<file path="src/rtl/hsl_pkg.sv">
package hsl_pkg;

  // Top-level link phases
  typedef enum logic [1:0] {
    LINK_LOCKOUT = 2'd0,
    LINK_WAIT    = 2'd1,
    LINK_JOINED  = 2'd2
  } linkState_e;

  // Strobes from the control to the datapath
  typedef struct packed {
    logic linkOn;    // segments joined
    logic forceRel;  // drop every pull-down now
  } linkCtl_t;

  // Per-line repeater phases
  typedef enum logic [2:0] {
    LN_FREE   = 3'd0,  // nobody driven by us
    LN_DRV_CD = 3'd1,  // backplane low seen, card pulled
    LN_CHK_CD = 3'd2,  // backplane let go: hold backplane, probe card
    LN_DRV_BP = 3'd3,  // card low seen, backplane pulled
    LN_CHK_BP = 3'd4   // card let go: hold card, probe backplane
  } lineState_e;

  localparam int LINE_COUNT = 2;  // index 0 = SDA, 1 = SCL

endpackage

</file>
<file path="src/rtl/hsl_sync.sv">
module hsl_sync #(
  parameter int WIDTH  = 4,
  parameter int STAGES = 2
) (
  input  logic             clk,
  input  logic             rst_n,
  input  logic [WIDTH-1:0] din,
  output logic [WIDTH-1:0] dout
);

  logic [WIDTH-1:0] stg [STAGES];

  // lines idle high, so stages reset to ones
  always_ff @(posedge clk or negedge rst_n) begin
    if (!rst_n) begin
      for (int i = 0; i < STAGES; i++) stg[i] <= '1;
    end else begin
      stg[0] <= din;
      for (int i = 1; i < STAGES; i++) stg[i] <= stg[i-1];
    end
  end

  assign dout = stg[STAGES-1];

endmodule

</file>
<file path="src/rtl/hsl_ctrl.sv">
module hsl_ctrl
  import hsl_pkg::*;
#(
  parameter int IDLE_CYCLES = 1000
) (
  input  logic     clk,
  input  logic     rst_n,
  input  logic     pwrGood,
  input  logic     discReq,
  input  logic     bpSda,
  input  logic     bpScl,
  input  logic     cdSda,
  input  logic     cdScl,
  output linkCtl_t ctl,
  output logic     ready
);

  localparam int CNT_W = (IDLE_CYCLES > 2) ? $clog2(IDLE_CYCLES) : 1;
  localparam logic [CNT_W-1:0] IDLE_LAST = CNT_W'(IDLE_CYCLES - 1);

  linkState_e       state;
  logic             armed;
  logic [CNT_W-1:0] idleCnt;
  logic             sdaPrev;

  logic stopEvt, busHigh, idleHit, boundary, cardHigh;

  assign busHigh  = bpSda && bpScl;
  assign stopEvt  = !sdaPrev && bpSda && bpScl;
  assign idleHit  = busHigh && (idleCnt == IDLE_LAST);
  assign boundary = stopEvt || idleHit;
  assign cardHigh = cdSda && cdScl;

  always_ff @(posedge clk or negedge rst_n) begin
    if (!rst_n) begin
      state   <= LINK_LOCKOUT;
      armed   <= 1'b0;
      idleCnt <= '0;
      sdaPrev <= 1'b1;
    end else begin
      sdaPrev <= bpSda;
      if (!pwrGood) begin
        state   <= LINK_LOCKOUT;
        armed   <= 1'b0;
        idleCnt <= '0;
      end else if (state == LINK_LOCKOUT || discReq) begin
        state   <= LINK_WAIT;
        armed   <= 1'b0;
        idleCnt <= '0;
      end else if (state == LINK_WAIT) begin
        if (!busHigh)              idleCnt <= '0;
        else if (idleCnt != IDLE_LAST) idleCnt <= idleCnt + CNT_W'(1);
        if ((armed || boundary) && cardHigh) begin
          state <= LINK_JOINED;
          armed <= 1'b0;
        end else begin
          armed <= armed || boundary;
        end
      end else begin
        idleCnt <= '0;
      end
    end
  end

  assign ready        = (state == LINK_JOINED);
  assign ctl.linkOn   = (state == LINK_JOINED);
  assign ctl.forceRel = !pwrGood || discReq;


  lockout_ready_chk: assert property (@(posedge clk) disable iff (!rst_n)
    !pwrGood |=> !ready);


  disc_drop_chk: assert property (@(posedge clk) disable iff (!rst_n)
    discReq |=> !ready);


  card_high_join_chk: assert property (@(posedge clk) disable iff (!rst_n)
    $rose(ready) |-> $past(cdSda && cdScl));


  join_cause_chk: assert property (@(posedge clk) disable iff (!rst_n)
    $rose(ready) |-> $past(armed || stopEvt || idleHit));

endmodule

</file>
<file path="src/rtl/hsl_datapath.sv">
module hsl_datapath
  import hsl_pkg::*;
#(
  parameter int SYNC_STAGES = 2,
  parameter int LINES       = LINE_COUNT
) (
  input  logic             clk,
  input  logic             rst_n,
  input  linkCtl_t         ctl,
  input  logic [LINES-1:0] bpIn,
  input  logic [LINES-1:0] cdIn,
  output logic [LINES-1:0] bpPd,
  output logic [LINES-1:0] cdPd
);

  localparam int BW = $clog2(SYNC_STAGES + 1);
  localparam logic [BW-1:0] BLANK = BW'(SYNC_STAGES);

  logic gateOn;
  assign gateOn = ctl.linkOn && !ctl.forceRel;

  for (genvar g = 0; g < LINES; g++) begin : g_line
    lineState_e     st;
    logic [BW-1:0]  blank;

    always_ff @(posedge clk or negedge rst_n) begin
      if (!rst_n) begin
        st    <= LN_FREE;
        blank <= '0;
      end else if (!gateOn) begin
        st    <= LN_FREE;
        blank <= '0;
      end else begin
        unique case (st)
          LN_FREE: begin
            if (blank != '0)  blank <= blank - BW'(1);
            else if (!bpIn[g]) st   <= LN_DRV_CD;
            else if (!cdIn[g]) st   <= LN_DRV_BP;
          end
          LN_DRV_CD: if (bpIn[g]) begin
            st    <= LN_CHK_CD;
            blank <= BLANK;
          end
          LN_CHK_CD: begin
            if (blank != '0)   blank <= blank - BW'(1);
            else if (!cdIn[g]) st    <= LN_DRV_BP;
            else begin
              st    <= LN_FREE;
              blank <= BLANK;
            end
          end
          LN_DRV_BP: if (cdIn[g]) begin
            st    <= LN_CHK_BP;
            blank <= BLANK;
          end
          LN_CHK_BP: begin
            if (blank != '0)   blank <= blank - BW'(1);
            else if (!bpIn[g]) st    <= LN_DRV_CD;
            else begin
              st    <= LN_FREE;
              blank <= BLANK;
            end
          end
          default: st <= LN_FREE;
        endcase
      end
    end

    assign cdPd[g] = gateOn && (st == LN_DRV_CD || st == LN_CHK_BP);
    assign bpPd[g] = gateOn && (st == LN_DRV_BP || st == LN_CHK_CD);


    follow_low_chk: assert property (@(posedge clk) disable iff (!rst_n)
      (gateOn && st == LN_FREE && blank == '0 && !bpIn[g]) |=> (st == LN_DRV_CD));


    let_go_chk: assert property (@(posedge clk) disable iff (!rst_n)
      (st == LN_DRV_CD && bpIn[g]) |=> !cdPd[g]);
  end

endmodule

</file>
<file path="src/rtl/hotswap_link_ctrl.sv">
module hotswap_link_ctrl
  import hsl_pkg::*;
#(
  parameter int IDLE_CYCLES = 1000,
  parameter int SYNC_STAGES = 2
) (
  input  logic clk,
  input  logic rst_n,
  input  logic pwrGood,
  input  logic discReq,
  input  logic bpSdaIn,
  input  logic bpSclIn,
  input  logic cdSdaIn,
  input  logic cdSclIn,
  output logic bpSdaPd,
  output logic bpSclPd,
  output logic cdSdaPd,
  output logic cdSclPd,
  output logic ready
);

  logic [3:0] syncOut;
  linkCtl_t   ctl;
  logic [LINE_COUNT-1:0] bpPdVec, cdPdVec;

  hsl_sync #(.WIDTH(4), .STAGES(SYNC_STAGES)) u_sync (
    .clk  (clk),
    .rst_n(rst_n),
    .din  ({bpSdaIn, bpSclIn, cdSdaIn, cdSclIn}),
    .dout (syncOut)
  );

  hsl_ctrl #(.IDLE_CYCLES(IDLE_CYCLES)) u_ctrl (
    .clk    (clk),
    .rst_n  (rst_n),
    .pwrGood(pwrGood),
    .discReq(discReq),
    .bpSda  (syncOut[3]),
    .bpScl  (syncOut[2]),
    .cdSda  (syncOut[1]),
    .cdScl  (syncOut[0]),
    .ctl    (ctl),
    .ready  (ready)
  );

  hsl_datapath #(.SYNC_STAGES(SYNC_STAGES), .LINES(LINE_COUNT)) u_dp (
    .clk  (clk),
    .rst_n(rst_n),
    .ctl  (ctl),
    .bpIn ({syncOut[2], syncOut[3]}),
    .cdIn ({syncOut[0], syncOut[1]}),
    .bpPd (bpPdVec),
    .cdPd (cdPdVec)
  );

  assign bpSdaPd = bpPdVec[0];
  assign bpSclPd = bpPdVec[1];
  assign cdSdaPd = cdPdVec[0];
  assign cdSclPd = cdPdVec[1];


  no_drive_off_chk: assert property (@(posedge clk) disable iff (!rst_n)
    (!pwrGood || discReq) |-> !(bpSdaPd || bpSclPd || cdSdaPd || cdSclPd));


  pd_needs_link_chk: assert property (@(posedge clk) disable iff (!rst_n)
    (bpSdaPd || bpSclPd || cdSdaPd || cdSclPd) |-> ready);

endmodule

</file>
<file path="config.mk">
export PLATFORM = sky130hd
export DESIGN_NAME = hotswap_link_ctrl
export DESIGN_NICKNAME = d
export VERILOG_FILES = /design/src/rtl/hsl_pkg.sv /design/src/rtl/hsl_sync.sv /design/src/rtl/hsl_ctrl.sv /design/src/rtl/hsl_datapath.sv /design/src/rtl/hotswap_link_ctrl.sv
export SDC_FILE = /design/constraint.sdc
export NUM_CORES = 1
export LEC_CHECK = 0
export ABC_AREA = 1
export BUFFER_PORTS_ARGS = -buffer_cell sky130_fd_sc_hd__buf_2
export CAP_MARGIN = 30
export CORE_UTILIZATION = 50
export CTS_BUF_LIST = sky130_fd_sc_hd__clkbuf_2
export DETAILED_ROUTE_END_ITERATION = 8
export GPL_ROUTABILITY_DRIVEN = 0
export PLACE_DENSITY = 0.7
export SYNTH_ARGS = -nofsm -noshare
export SYNTH_HDL_FRONTEND = slang
export SYNTH_SLANG_ARGS = --single-unit
</file>
<file path="constraint.sdc">
create_clock -name clk -period 3.76 [get_ports clk]
set_input_delay 0.376 -clock clk [delete_from_list [all_inputs] [get_ports clk]]
set_output_delay 0.376 -clock clk [all_outputs]
set_load 0.01 [all_outputs]
</file>
==> results.toml <==
[status]
status = "finished, final reports clean"

[floorplanning]
rows = 22
ioPinCount = 13
fp.dieW_um = 64.5
die_area_um2 = 4160
die_h_um = 64.5
initial_core_util_pct = 52.5
coreArea_um2 = 3720

[synthesis]
ys_types = 29
yosysSeqAreaShare_pct = 41.6
ys_warn_count = 0
synth_fp_nets = 277
mappedNetlistArea_um2 = 1950
yosys.area.top_type = "dfrtp_1"
synth_top_area_share_pct = 29.5
synth_cells = 266
yosys_register_bits = 32
syn-mean-instance-area_um2 = 7.34
synth_area_leaders = "dfrtp_1 29%, nand2_1 13%, dfstp_2 12%"

[final_layout]
antennaDiodeCount = 0
nets = 294
drive_above_1_share_pct = 20.4
nFillCells = 363
area_growth_pct = 9.17
layout_common_cells = "68 x nand2_1, 35 x nor2_1, 30 x nand3_1"
final_common_cell = "nand2_1"

[sta]
fin_tns_setup_ns = 0
skew_ns = 0.0108
tightestPinTransition_ns = 0.697
rsz0062_at_grt = "false"
setup_ws_ns = 1.92
hold_viol_final = 0
slew_headroom_pct = 53.6
fmax_ghz = 0.544
setup_viol = 0
post-route-period-util_pct = 48.9
drv_slew = 0
layout_min_cycle_time_ns = 1.84
holdWs_ns = 0.00994

[detailed_routing]
dr_total_vias = 1671
wl_per_cell_um = 11.0
antenna_left = 0
dr.pass1.iters = 4
via_per_inst = 5.03
drc = 0
drt_first_iter_violations = 109
routed_wl_um = 3640

[cts]
holdBufCountCts = 0
postCtsSetupBuffers = 0
cts-buffers-inserted = 5
cts_root_buf = "clkbuf_2"
htree_levels = 2
cts_resized = 0
tritoncts = "done"
clockBufferDepth = 2
worstSkewPairLatency_ns = 0.37
clk_pin_slew_ns = 0.19
clock-sinks = 32

[critical_path]
cp-start-kind = "register"
worst-setup-path-type = "reg -> out"
path_max_fanout = 7
arrival_ns = 1.46
cp-end-kind = "output port"
required_ns = 3.38

[power_and_ir_drop]
ir_drop_uv = 307
power_frac_comb_pct = 5.0
intPower_uw = 480
power.clock.fraction_pct = 38.3
p_per_area_nw_per_um2 = 299
switching_share_pct = 24.7
p_leak_uw = 0.00105
seqPwrFrac_pct = 56.7
switchingPower_uw = 157

[hold_path]
holdCritPathClass = "in -> async"

[global_route]
grt_max_degree = 33
antenna_found_initial = 0
grt_first_pass_wirelength_um = 6620
grt_usage_pct = 20.6
grt_pass1_vias = 1582
grt-ovfl-total = 0

[place]
hpwlAfterDp_um = 2670
pre_cts_slack_ns = 2.25
io_buffers = 12

[job]
cap_violations = 0
-- state kept, by name, summed over array words and instances, names as in the netlist --
signal and cells:
u_ctrl.idleCnt 10, u_dp.g_line.st 6, u_dp.g_line.blank 4, u_sync.dout 4, u_sync.stg 4, u_ctrl.state 2, u_ctrl.armed 1, u_ctrl.sdaPrev 1
-- worst max-delay path, cell delays in order, from the launching register on --
cell     delay [ns]
dfrtp_1        0.42
inv_1          0.09
nor2_2         0.11
nand2_2        0.14
nor3_1         0.19
buf_2          0.15
-- kinds of logic (layout without fill, tap and decap cells) --
family	Yosys count	after routing	share of synthesized area (%)
AOI/OAI and AO/OA	35	35	10.4
adders and majority gates	3	3	1.92
DFF	32	32	41.6
and+or+nand+nor	159	159	38.7
buffers and inverters	37	55	7.37
-- Yosys cell counts --
cell type  instances
nand4_1            4
dfstp_2            9
nand3b_1           1
nand2_4            1
ha_1               3
nor2_1            35
nand3_1           30
o21ai_0            8
dfrtp_1           23
nor3_1             2
o21ai_2            3
nor2_4             4
nand3_4            1
o22ai_1            1
a21oi_1           13
inv_1             29
a21oi_2            1
buf_2              1
o211ai_1           1
nand2_1           68
nor2_8             1
nand2_2            6
nor2_2             4
inv_2              6
buf_4              1
o21bai_1           2
o21ai_1            5
nand3_2            2
a211o_1            1
-- per-stage QoR --
step | instances | cell area [µm²] | util (%) | total power (µW)
floorplan | 266 | 1950 | - | 384
global placement | 324 | 2060 | 55.4 | 400
detailed placement | 324 | 2060 | 55.4 | 400
CTS | 332 | 2130 | 57.3 | 645
global route | 332 | 2130 | 57.3 | 663
finish | 332 | 2130 | 57.3 | 637
-- layer usage --
metal	wire, µm	global-route usage, %
met1	1950	27.8
met4	55	9.44
met2	1530	31.8
met5	0	0
met3	113	3.87
-- power by group through the flow --
stage,Combinational (µW),Clock (µW),Sequential (µW)
floorplan,18.9,0,365
global placement,32.3,0,367
detailed placement,32.4,0,367
CTS,32.5,251,361
global route,36.4,264,363
finish,31.6,244,361
-- layout make-up --
type / count / area (µm²) / share of cell area, %
repair buffers: 12 / 60.1 / 2.82
flip-flops and latches: 32 / 812 / 38.1
multi-input cells: 197 / 996 / 46.7
clock buffers: 5 / 25.0 / 1.17
inverters: 35 / 131 / 6.17
well taps: 48 / 60.1 / 2.82
clock inverters: 3 / 46.3 / 2.17
-- final timing paths --
| kind | end | slack [ns] | cells after the start | from |
|---|---|---|---|---|
| min in group clk | u_sync.stg[7]$_DFF_PN1_ | 0.09 | 1 | bpSdaIn |
| setup / recovery | cdSdaPd | 1.92 | 5 | u_ctrl.state[1]$_DFFE_PN0P_ |
| hold reg to reg | u_sync.dout[1]$_DFF_PN1_ | 0.37 | 0 | u_sync.stg[5]$_DFF_PN1_ |
| hold / removal | u_ctrl.idleCnt[2]$_DFFE_PN0P_ | 0.01 | 1 | rst_n |
| max in group asynchronous | u_dp.g_line[0].st[2]$_DFFE_PN0P_ | 3.29 | 1 | rst_n |
| setup reg to reg | u_dp.g_line[1].st[1]$_DFFE_PN0P_ | 2.21 | 9 | u_dp.g_line[1].blank[1]$_DFFE_PN0P_ |
Power figures use the tool's default switching activity.
